--- config.mk ---
export PLATFORM = sky130hd
export DESIGN_NAME = rcw_ctlword_seq
export DESIGN_NICKNAME = d
export VERILOG_FILES = /design/src/rtl/rcw_pkg.sv /design/src/rtl/rcw_delay_timer.sv /design/src/rtl/rcw_cmd_issue.sv /design/src/rtl/rcw_word_map.sv /design/src/rtl/rcw_ctlword_seq.sv
export SDC_FILE = /design/constraint.sdc
export NUM_CORES = 1
export LEC_CHECK = 0
export BUFFER_PORTS_ARGS = -buffer_cell sky130_fd_sc_hd__buf_4
export CORE_MARGIN = 1.5
export CORE_UTILIZATION = 50
export DETAILED_ROUTE_END_ITERATION = 6
export PLACE_DENSITY = 0.91
export SETUP_SLACK_MARGIN = 0.3
export SYNTH_ARGS = -nofsm -noshare
export SYNTH_HDL_FRONTEND = slang
export SYNTH_HIERARCHICAL = 1
export SYNTH_SLANG_ARGS = --single-unit
export TNS_END_PERCENT = 50
--- constraint.sdc ---
create_clock -name clk -period 4.9 [get_ports clk]
set_clock_uncertainty 0.1 [all_clocks]
set_input_delay 0.98 -clock clk [delete_from_list [all_inputs] [get_ports clk]]
set_output_delay 0.98 -clock clk [all_outputs]
set_load 0.1 [all_outputs]
--- src/rtl/rcw_pkg.sv ---
package rcw_pkg;

  typedef enum logic [3:0] {
    S_IDLE, S_DSTART, S_DPLL, S_SLOT, S_DWORD,
    S_SEND, S_ACK, S_NEXT, S_DSTAB, S_FIN
  } seq_state_e;

  localparam logic [3:0] SPEED_WORD = 4'd10;

  function automatic logic [3:0] rcw_value(input logic [3:0] w, input logic sr,
                                           input logic [3:0] v2, input logic [3:0] v3,
                                           input logic [3:0] v4, input logic [3:0] v5,
                                           input logic [3:0] v8, input logic [3:0] vdd);
    logic [3:0] r;
    case (w)
      4'd0:    r = 4'h2;
      4'd1:    r = sr ? 4'hC : 4'h0;
      4'd2:    r = v2;
      4'd3:    r = v3;
      4'd4:    r = v4;
      4'd5:    r = v5;
      4'd8:    r = v8;
      4'd9:    r = 4'hD;
      4'd11:   r = vdd;
      default: r = 4'h0;
    endcase
    return r;
  endfunction

  function automatic logic [2:0] rcw_bank(input logic [3:0] w, input logic [3:0] v);
    return {w[3], v[3], v[2]};
  endfunction

  function automatic logic [4:0] rcw_addr_lo(input logic [3:0] w, input logic [3:0] v);
    return {v[1:0], w[2:0]};
  endfunction

  function automatic logic speed_ok(input logic [2:0] s);
    return (s >= 3'd1) && (s <= 3'd5);
  endfunction

  function automatic logic [3:0] speed_value(input logic [2:0] s);
    logic [2:0] d;
    d = s - 3'd1;
    return {1'b0, d};
  endfunction

  function automatic logic word_skipped(input logic [3:0] w);
    return (w == 4'd6) || (w == 4'd7);
  endfunction

endpackage

--- src/rtl/rcw_delay_timer.sv ---
module rcw_delay_timer #(
  parameter int CNT_W = 16
) (
  input  logic             clk,
  input  logic             rst_n,
  input  logic             load_i,
  input  logic [CNT_W-1:0] lim_i,
  output logic             expired_o
);
  logic [CNT_W-1:0] cnt_q, lim_q;
  logic             run_q;

  always_ff @(posedge clk or negedge rst_n) begin
    if (!rst_n) begin
      cnt_q <= '0;
      lim_q <= '0;
      run_q <= 1'b0;
    end else if (load_i) begin
      cnt_q <= '0;
      lim_q <= lim_i;
      run_q <= 1'b1;
    end else if (run_q && (cnt_q != lim_q)) begin
      cnt_q <= cnt_q + 1'b1;
    end
  end

  assign expired_o = run_q && (cnt_q == lim_q);

  AST_TMR_NO_PASS: assert property (@(posedge clk) disable iff (!rst_n)
    run_q |-> (cnt_q <= lim_q));
endmodule

--- src/rtl/rcw_cmd_issue.sv ---
module rcw_cmd_issue #(
  parameter int CNT_W = 16
) (
  input  logic             clk,
  input  logic             rst_n,
  input  logic             fire_i,
  input  logic             ack_i,
  input  logic [CNT_W-1:0] tmo_lim_i,
  output logic             send_o,
  output logic             ok_o,
  output logic             tmo_o
);
  logic [CNT_W-1:0] wait_q;
  logic             send_q;

  assign ok_o   = send_q && ack_i;
  assign tmo_o  = send_q && !ack_i && (wait_q == tmo_lim_i);
  assign send_o = send_q;

  always_ff @(posedge clk or negedge rst_n) begin
    if (!rst_n) begin
      send_q <= 1'b0;
      wait_q <= '0;
    end else if (fire_i) begin
      send_q <= 1'b1;
      wait_q <= '0;
    end else if (ok_o || tmo_o) begin
      send_q <= 1'b0;
      wait_q <= '0;
    end else if (send_q) begin
      wait_q <= wait_q + 1'b1;
    end
  end

  AST_SEND_HELD: assert property (@(posedge clk) disable iff (!rst_n)
    (send_o && !ack_i && !tmo_o) |=> send_o);
  AST_ACK_DROPS: assert property (@(posedge clk) disable iff (!rst_n)
    ok_o |=> !send_o);
  AST_TMO_DROPS: assert property (@(posedge clk) disable iff (!rst_n)
    tmo_o |=> !send_o);
endmodule

--- src/rtl/rcw_word_map.sv ---
module rcw_word_map #(
  parameter int SLOTS  = 8,
  parameter int SLOT_W = 3,
  parameter int ADDR_W = 16
) (
  input  logic [SLOT_W-1:0]  slot_i,
  input  logic [3:0]         word_i,
  input  logic               freq_i,
  input  logic [2:0]         speed_i,
  input  logic [SLOTS-1:0]   single_rank_i,
  input  logic [4*SLOTS-1:0] rc2_i,
  input  logic [4*SLOTS-1:0] rc3_i,
  input  logic [4*SLOTS-1:0] rc4_i,
  input  logic [4*SLOTS-1:0] rc5_i,
  input  logic [4*SLOTS-1:0] rc8_i,
  input  logic [3:0]         vdd_i,
  output logic [2*SLOTS-1:0] cs_o,
  output logic [2:0]         bank_o,
  output logic [ADDR_W-1:0]  addr_o
);
  import rcw_pkg::*;

  logic [3:0] w_eff, v_eff;

  for (genvar g = 0; g < SLOTS; g++) begin : g_cs
    assign cs_o[2*g +: 2] = (slot_i == SLOT_W'(g)) ? 2'b11 : 2'b00;
  end

  always_comb begin
    if (freq_i) begin
      w_eff = SPEED_WORD;
      v_eff = speed_value(speed_i);
    end else begin
      w_eff = word_i;
      v_eff = rcw_value(word_i, single_rank_i[slot_i],
                        rc2_i[4*slot_i +: 4], rc3_i[4*slot_i +: 4],
                        rc4_i[4*slot_i +: 4], rc5_i[4*slot_i +: 4],
                        rc8_i[4*slot_i +: 4], vdd_i);
    end
    addr_o      = '0;
    addr_o[4:0] = rcw_addr_lo(w_eff, v_eff);
    bank_o      = rcw_bank(w_eff, v_eff);
  end
endmodule

--- src/rtl/rcw_ctlword_seq.sv ---
module rcw_ctlword_seq #(
  parameter int CS_N   = 16,
  parameter int ADDR_W = 16,
  parameter int CNT_W  = 16,
  localparam int SLOTS  = CS_N / 2,
  localparam int SLOT_W = $clog2(SLOTS)
) (
  input  logic               clk,
  input  logic               rst_n,
  input  logic               start_i,
  input  logic               freq_mode_i,
  input  logic [CS_N-1:0]    cs_present_i,
  input  logic [SLOTS-1:0]   single_rank_i,
  input  logic [4*SLOTS-1:0] rc2_i,
  input  logic [4*SLOTS-1:0] rc3_i,
  input  logic [4*SLOTS-1:0] rc4_i,
  input  logic [4*SLOTS-1:0] rc5_i,
  input  logic [4*SLOTS-1:0] rc8_i,
  input  logic [3:0]         vdd_code_i,
  input  logic [2:0]         speed_i,
  input  logic [CNT_W-1:0]   dly_start_i,
  input  logic [CNT_W-1:0]   dly_pll_i,
  input  logic [CNT_W-1:0]   dly_word_i,
  input  logic [CNT_W-1:0]   dly_stab_i,
  input  logic [CNT_W-1:0]   tmo_lim_i,
  input  logic               ack_i,
  output logic               busy_o,
  output logic               done_o,
  output logic               err_speed_o,
  output logic               err_tmo_o,
  output logic               send_o,
  output logic [CS_N-1:0]    cmd_cs_o,
  output logic [2:0]         cmd_bank_o,
  output logic [ADDR_W-1:0]  cmd_addr_o
);
  import rcw_pkg::*;

  seq_state_e        st, st_nxt;
  logic [SLOT_W-1:0] slot_q;
  logic [3:0]        word_q;
  logic              freq_q;
  logic              busy_q, done_q, err_spd_q, err_tmo_q;
  logic [CS_N-1:0]   cs_q;
  logic [2:0]        bank_q;
  logic [ADDR_W-1:0] addr_q;

  logic              tmr_load, tmr_exp;
  logic [CNT_W-1:0]  tmr_lim;
  logic              iss_fire, iss_ok, iss_tmo;
  logic              slot_active, slot_last, word_last;
  logic [CS_N-1:0]   map_cs;
  logic [2:0]        map_bank;
  logic [ADDR_W-1:0] map_addr;

  assign slot_active = |cs_present_i[{slot_q, 1'b0} +: 2];
  assign slot_last   = (slot_q == SLOT_W'(SLOTS - 1));
  assign word_last   = freq_q || (word_q == 4'd15);
  assign iss_fire    = (st == S_SEND);

  function automatic logic is_delay(input seq_state_e s);
    return (s == S_DSTART) || (s == S_DPLL) || (s == S_DWORD) || (s == S_DSTAB);
  endfunction

  always_comb begin
    st_nxt = st;
    unique case (st)
      S_IDLE:   if (start_i) st_nxt = freq_mode_i ? (speed_ok(speed_i) ? S_SLOT : S_FIN) : S_DSTART;
      S_DSTART: if (tmr_exp) st_nxt = S_DPLL;
      S_DPLL:   if (tmr_exp) st_nxt = S_SLOT;
      S_SLOT: begin
        if (slot_active)    st_nxt = S_DWORD;
        else if (slot_last) st_nxt = freq_q ? S_FIN : S_DSTAB;
      end
      S_DWORD:  if (tmr_exp) st_nxt = (!freq_q && word_skipped(word_q)) ? S_NEXT : S_SEND;
      S_SEND:   st_nxt = S_ACK;
      S_ACK: begin
        if (iss_ok)       st_nxt = S_NEXT;
        else if (iss_tmo) st_nxt = S_FIN;
      end
      S_NEXT: begin
        if (!word_last)     st_nxt = S_DWORD;
        else if (slot_last) st_nxt = freq_q ? S_FIN : S_DSTAB;
        else                st_nxt = S_SLOT;
      end
      S_DSTAB:  if (tmr_exp) st_nxt = S_FIN;
      S_FIN:    st_nxt = S_IDLE;
      default:  st_nxt = S_IDLE;
    endcase
    unique case (st_nxt)
      S_DSTART: tmr_lim = dly_start_i;
      S_DPLL:   tmr_lim = dly_pll_i;
      S_DSTAB:  tmr_lim = dly_stab_i;
      default:  tmr_lim = dly_word_i;
    endcase
    tmr_load = is_delay(st_nxt) && (st_nxt != st);
  end

  always_ff @(posedge clk or negedge rst_n) begin
    if (!rst_n) begin
      st        <= S_IDLE;
      slot_q    <= '0;
      word_q    <= '0;
      freq_q    <= 1'b0;
      busy_q    <= 1'b0;
      done_q    <= 1'b0;
      err_spd_q <= 1'b0;
      err_tmo_q <= 1'b0;
      cs_q      <= '0;
      bank_q    <= '0;
      addr_q    <= '0;
    end else begin
      st     <= st_nxt;
      done_q <= 1'b0;
      unique case (st)
        S_IDLE: if (start_i) begin
          busy_q    <= 1'b1;
          err_tmo_q <= 1'b0;
          err_spd_q <= freq_mode_i && !speed_ok(speed_i);
          freq_q    <= freq_mode_i;
          slot_q    <= '0;
          word_q    <= '0;
        end
        S_SLOT: begin
          if (slot_active)     word_q <= '0;
          else if (!slot_last) slot_q <= slot_q + 1'b1;
        end
        S_SEND: begin
          cs_q   <= map_cs;
          bank_q <= map_bank;
          addr_q <= map_addr;
        end
        S_ACK: if (iss_tmo && !iss_ok) err_tmo_q <= 1'b1;
        S_NEXT: begin
          if (!word_last)      word_q <= word_q + 1'b1;
          else if (!slot_last) slot_q <= slot_q + 1'b1;
        end
        S_FIN: begin
          done_q <= 1'b1;
          busy_q <= 1'b0;
        end
        default: ;
      endcase
    end
  end

  rcw_delay_timer #(.CNT_W(CNT_W)) u_timer (
    .clk(clk), .rst_n(rst_n), .load_i(tmr_load), .lim_i(tmr_lim), .expired_o(tmr_exp)
  );

  rcw_cmd_issue #(.CNT_W(CNT_W)) u_issue (
    .clk(clk), .rst_n(rst_n), .fire_i(iss_fire), .ack_i(ack_i), .tmo_lim_i(tmo_lim_i),
    .send_o(send_o), .ok_o(iss_ok), .tmo_o(iss_tmo)
  );

  rcw_word_map #(.SLOTS(SLOTS), .SLOT_W(SLOT_W), .ADDR_W(ADDR_W)) u_map (
    .slot_i(slot_q), .word_i(word_q), .freq_i(freq_q), .speed_i(speed_i),
    .single_rank_i(single_rank_i), .rc2_i(rc2_i), .rc3_i(rc3_i), .rc4_i(rc4_i),
    .rc5_i(rc5_i), .rc8_i(rc8_i), .vdd_i(vdd_code_i),
    .cs_o(map_cs), .bank_o(map_bank), .addr_o(map_addr)
  );

  assign busy_o      = busy_q;
  assign done_o      = done_q;
  assign err_speed_o = err_spd_q;
  assign err_tmo_o   = err_tmo_q;
  assign cmd_cs_o    = cs_q;
  assign cmd_bank_o  = bank_q;
  assign cmd_addr_o  = addr_q;

  AST_ONE_PAIR: assert property (@(posedge clk) disable iff (!rst_n)
    send_o |-> ($countones(cmd_cs_o) == 2));
  AST_NO_SKIPPED_WORD: assert property (@(posedge clk) disable iff (!rst_n)
    send_o |-> !(!cmd_bank_o[2] && (cmd_addr_o[2:1] == 2'b11)));
  AST_ADDR_UPPER_ZERO: assert property (@(posedge clk) disable iff (!rst_n)
    send_o |-> (cmd_addr_o[ADDR_W-1:5] == '0));
  AST_FIELDS_STABLE: assert property (@(posedge clk) disable iff (!rst_n)
    (send_o && $past(send_o)) |-> ($stable(cmd_cs_o) && $stable(cmd_bank_o) && $stable(cmd_addr_o)));
  AST_SPEED_ERR_QUIET: assert property (@(posedge clk) disable iff (!rst_n)
    err_speed_o |-> !send_o);
  AST_TMO_QUIET: assert property (@(posedge clk) disable iff (!rst_n)
    err_tmo_o |-> !send_o);
  AST_DONE_PULSE: assert property (@(posedge clk) disable iff (!rst_n)
    done_o |=> !done_o);
  AST_IDLE_QUIET: assert property (@(posedge clk) disable iff (!rst_n)
    !busy_o |-> !send_o);
endmodule

==> results.md <==
- The final total negative setup slack is 0 ns.
- The first routing iteration left 782 violations.
- The synthesized design contains 0 enable-type register cells.
- After floorplanning, the core was divided into 45 placement rows.
- Setup violations remaining at the end of the flow were counted as 0.
- Once the floorplan was initialized, standard cells occupied 51.5% of the core.
- The worst register-to-register path has a depth of 13.
- The number of global-route vias before repair came to 8,113.
- The horizontal extent of the die is 128 um.
- The gate count after technology mapping is 869.
- After detailed placement, the design holds a cell count of 1,338.
- Counting instances, the worst hold path has a depth of 1.
- The diode insertion count for antenna repair is 0.
- After detailed routing, the total wire length is 25,800 um.
- IR analysis of the VDD net gives a maximum drop of 0.000602 V.
- Post-CTS timing repair inserted 0 buffers for setup.
- The count of final max-slew check failures was 0.
- The remaining routing DRC violations is 0.
- After synthesis the cells add up to 7860 um2.
- Routability-driven placement finished with a final weighted congestion of 0.928.
- The global-route total usage across every layer is 31.3%.
- The largest net degree at the start of global routing is 67.
- After synthesis, the share of flip-flops with an asynchronous set or reset is 100%.
- TritonCTS built the clock tree.
- The post-cts hold buffer count is 0.
- In this run the power density over the cells is 461 nW/um2.
- After clock tree synthesis, the repair step resized 0 gates.
- In the synthesized netlist the dominant register cell turns out to be sky130_fd_sc_hd__dfrtp_1.
- The worst setup path is launched from a primary input.
- The post-synthesis to final-layout area growth is 33.9%.
- For this run the aggregate overflow at the end of global routing stands at 0.
- After clock tree synthesis, the clock-pin slew on the worst setup and hold paths is 0.07 ns.
- Counting along the longest clock path gives a buffer depth of 2.
- The wire length per cell after detailed routing is 19.0 um.
- The setup path with the least slack is of type in2reg.
- Based on the critical path, the design can be clocked at up to 234 MHz.
- The power consumption is 4.85 mW.
- The final instance count without filler cells is 1,354.
- The share of the Yosys chip area taken by registers is 32.2%.
- The end-of-flow core utilization is 69.0%.
- The count of final hold-check violations is 0.
- The mean instance size in the synthesized netlist is 9.05 um2.
- The slew at the pin with the worst max-slew slack is 1.11 ns.
- The flow ran to the end, and the final reports show no timing, DRC or antenna violations.
- The post-route minimum period is 4.28 ns.
- The max-slew headroom at the worst pin is 25.7%.
- The filler cell count is 1,169.
- The HPWL after detailed placement is 19,700 um.
- The wire length of the first global-routing pass is 40,600 um.
- The total die area is 16,500 um2.
- The number of buffers created by CTS is 9.
- The finished cells cover 10,500 um2.
- Setup repair after global routing left no endpoint under its margin.
- In this run the clock root is driven by a sky130_fd_sc_hd__clkbuf_16.
- The top-level I/O count is 316.
- The number of iterations in the first detailed-routing pass is 6.
- The placeable core region is 15,300 um2.
- The number of synthesized register bits is 101.
- The clock reaches the later pin of the worst-skew pair after 0.35 ns.
- For this run, the number of Yosys warnings is 6.
- The vertical die dimension is 128 um.
- The worst setup path is captured at a register.
- For this design, the sink count on the clock tree is 101.
- Data on the critical path is required at its endpoint by 5.04 ns.
- Cells with a size suffix above 1 make up 39.3% of the layout.
- Buffers placed on the I/O ports in this run total 315.
- The class of the tightest hold or removal check is reg2reg.
- In the finished design, the share of the clock period the worst path needs comes to 87.2%.
- The detail route stage leaves a number of antenna-violating nets equal to 0.
- The tool flagged a number of max-cap violations equal to 0.
- The H-tree was split into 3 levels.
- The leakage dissipation is 4.70 nW.
- The cell area after placement is 10,200 um2.
- In this run, distinct cell masters in the synthesized netlist total 90.
- Dividing the detail-routed via count by the number of cells gives 6.08.
- The detailed router placed 8,235 vias in this run.
- The top fanout value on the critical path is 17.
- The number of antenna violations at the first check in global routing is 0.
- The signal arrival time at the worst endpoint is 4.41 ns.
- The final net count is 1,422.
[metal layers]
layer | up-vias | part of all wire (%) | track usage [%]
li1 | 3814 | - | -
met1 | 3865 | 36 | 35.6
met2 | 462 | 49 | 54.2
met3 | 94 | 9.4 | 7.73
met4 | 0 | 5.1 | 17.4
met5 | - | 0 | 0
[critical path: stages]
cell and delay [ns]:
sky130_fd_sc_hd__buf_4 0.11, sky130_fd_sc_hd__xnor2_1 0.26, sky130_fd_sc_hd__nor4b_2 0.34, sky130_fd_sc_hd__nand2_1 0.09
sky130_fd_sc_hd__nor4_1 0.51, sky130_fd_sc_hd__nor2b_1 0.23, sky130_fd_sc_hd__a31oi_1 0.11, sky130_fd_sc_hd__o211ai_1 0.30
sky130_fd_sc_hd__o21bai_1 0.30, sky130_fd_sc_hd__nor2_1 0.10, sky130_fd_sc_hd__xnor2_1 0.14, sky130_fd_sc_hd__o221a_2 0.42
sky130_fd_sc_hd__buf_4 0.26, sky130_fd_sc_hd__or2_1 0.23
[power breakdown]
group | total (mW) | switching (mW) | leakage [nW] | internal [mW]
Sequential | 1.35 | 0.279 | 1.34 | 1.07
Clock | 0.752 | 0.343 | 0.154 | 0.409
Combinational | 2.75 | 1.64 | 3.21 | 1.12
[worst paths after layout]
kind / slack [ns] / from / endpoint
max: 0.62 / tmo_lim_i[2] / u_timer/run_q
min: 0.41 / cmd_addr_o[15] / cmd_addr_o[15]
max reg2reg: 0.90 / u_issue/wait_q[2] / u_timer/run_q
min reg2reg: 0.41 / cmd_addr_o[15] / cmd_addr_o[15]
max in group asynchronous: 3.08 / rst_n / cmd_addr_o[14]
min in group asynchronous: 0.64 / rst_n / cmd_addr_o[10]
[synthesized netlist by cell type (5+ instances only)]
cell type | n | area (um2)
sky130_fd_sc_hd__nor4_1 | 22 | 138
sky130_fd_sc_hd__a31oi_1 | 7 | 43.8
sky130_fd_sc_hd__o21ai_0 | 45 | 225
sky130_fd_sc_hd__nor2b_1 | 16 | 100
sky130_fd_sc_hd__or3_1 | 17 | 106
sky130_fd_sc_hd__or2_2 | 6 | 37.5
sky130_fd_sc_hd__o21ai_1 | 10 | 50.1
sky130_fd_sc_hd__mux2_2 | 55 | 619
sky130_fd_sc_hd__ha_1 | 8 | 100
sky130_fd_sc_hd__a22o_1 | 7 | 61.3
sky130_fd_sc_hd__buf_6 | 7 | 78.8
sky130_fd_sc_hd__a22oi_1 | 52 | 390
sky130_fd_sc_hd__a21oi_1 | 42 | 210
sky130_fd_sc_hd__buf_4 | 19 | 143
sky130_fd_sc_hd__nor2_1 | 59 | 221
sky130_fd_sc_hd__a221oi_1 | 17 | 149
sky130_fd_sc_hd__nand2_1 | 56 | 210
sky130_fd_sc_hd__o31ai_1 | 5 | 37.5
sky130_fd_sc_hd__nor3_1 | 8 | 40.0
sky130_fd_sc_hd__clkbuf_1 | 40 | 150
sky130_fd_sc_hd__dfrtp_1 | 101 | 2530
sky130_fd_sc_hd__nand3_1 | 25 | 125
sky130_fd_sc_hd__a31oi_2 | 10 | 125
sky130_fd_sc_hd__xnor2_1 | 21 | 184
sky130_fd_sc_hd__o22ai_1 | 8 | 50.1
sky130_fd_sc_hd__and2_1 | 7 | 43.8
sky130_fd_sc_hd__and3_1 | 7 | 43.8
sky130_fd_sc_hd__inv_1 | 19 | 71.3
sky130_fd_sc_hd__xor2_1 | 17 | 149
sky130_fd_sc_hd__nand4_1 | 13 | 81.3
sky130_fd_sc_hd__o211ai_1 | 5 | 37.5
sky130_fd_sc_hd__buf_2 | 13 | 65.1
sky130_fd_sc_hd__nand2b_1 | 13 | 81.3
sky130_fd_sc_hd__mux4_2 | 6 | 135
[registers in the layout, indices dropped and copies added, names as in the netlist]
register / count
cmd_addr_o: 16
cmd_cs_o: 16
u_issue/wait_q: 16
u_timer/cnt_q: 16
u_timer/lim_q: 16
st: 4
word_q: 4
cmd_bank_o: 3
slot_q: 3
busy_o: 1
done_o: 1
err_speed_o: 1
err_tmo_o: 1
freq_q: 1
u_issue/send_o: 1
u_timer/run_q: 1
[metrics by stage]
step | hold WS (ns) | worst slack (ns)
finish | 0.410 | 0.625
global route | 0.427 | 0.359
CTS | 0.414 | 0.671
detailed placement | 0.398 | 0.308
global placement | 0.391 | 0.516
floorplan | 0.365 | 0.688
[layout make-up]
cell class	count	area, um2	share of cell area (%)
flip-flops and latches	101	2530	24.0
clock inverters	7	87.6	0.832
inverters	21	78.8	0.749
repair buffers	330	2480	23.5
clock buffers	9	225	2.14
well taps	211	264	2.51
multi-input cells	675	4860	46.2
[cells in the final DEF, fill, tap and decap left out, types with 5 or more instances in the layout]
| cell | netlist | routed |
|---|---|---|
| sky130_fd_sc_hd__mux2_2 | 55 | 55 |
| sky130_fd_sc_hd__a21oi_1 | 42 | 42 |
| sky130_fd_sc_hd__o21ai_1 | 10 | 10 |
| sky130_fd_sc_hd__and3_1 | 7 | 7 |
| sky130_fd_sc_hd__xor2_1 | 17 | 17 |
| sky130_fd_sc_hd__nand2_1 | 56 | 56 |
| sky130_fd_sc_hd__mux4_2 | 6 | 6 |
| sky130_fd_sc_hd__and2_1 | 7 | 7 |
| sky130_fd_sc_hd__conb_1 | 1 | 11 |
| sky130_fd_sc_hd__o22ai_1 | 8 | 8 |
| sky130_fd_sc_hd__buf_4 | 19 | 330 |
| sky130_fd_sc_hd__a31oi_2 | 10 | 10 |
| sky130_fd_sc_hd__or3_1 | 17 | 17 |
| sky130_fd_sc_hd__o21ai_0 | 45 | 45 |
| sky130_fd_sc_hd__nor2_1 | 59 | 58 |
| sky130_fd_sc_hd__or2_2 | 6 | 6 |
| sky130_fd_sc_hd__nor3_1 | 8 | 8 |
| sky130_fd_sc_hd__nand4_1 | 13 | 13 |
| sky130_fd_sc_hd__a221oi_1 | 17 | 17 |
| sky130_fd_sc_hd__inv_1 | 19 | 19 |
| sky130_fd_sc_hd__a31oi_1 | 7 | 7 |
| sky130_fd_sc_hd__nand3_1 | 25 | 25 |
| sky130_fd_sc_hd__a22o_1 | 7 | 7 |
| sky130_fd_sc_hd__ha_1 | 8 | 8 |
| sky130_fd_sc_hd__o211ai_1 | 5 | 5 |
| sky130_fd_sc_hd__dfrtp_1 | 101 | 101 |
| sky130_fd_sc_hd__xnor2_1 | 21 | 21 |
| sky130_fd_sc_hd__o31ai_1 | 5 | 5 |
| sky130_fd_sc_hd__a22oi_1 | 52 | 52 |
| sky130_fd_sc_hd__clkbuf_16 | 0 | 9 |
| sky130_fd_sc_hd__nor4_1 | 22 | 22 |
| sky130_fd_sc_hd__nand2b_1 | 13 | 13 |
| sky130_fd_sc_hd__nor2b_1 | 16 | 16 |
[cells by family after synthesis]
logic type | Yosys count | share of synthesized area (%)
DFF | 101 | 32.2
muxes | 67 | 10.4
other | 1 | 0.0477
and+or+nand+nor | 286 | 20.3
xor gates and xnor gates | 39 | 4.44
AOI/OAI and AO/OA | 264 | 24.5
adders and majority gates | 8 | 1.27
buffers and inverters | 103 | 6.91
Note: power is estimated with default switching activity, not from simulation.
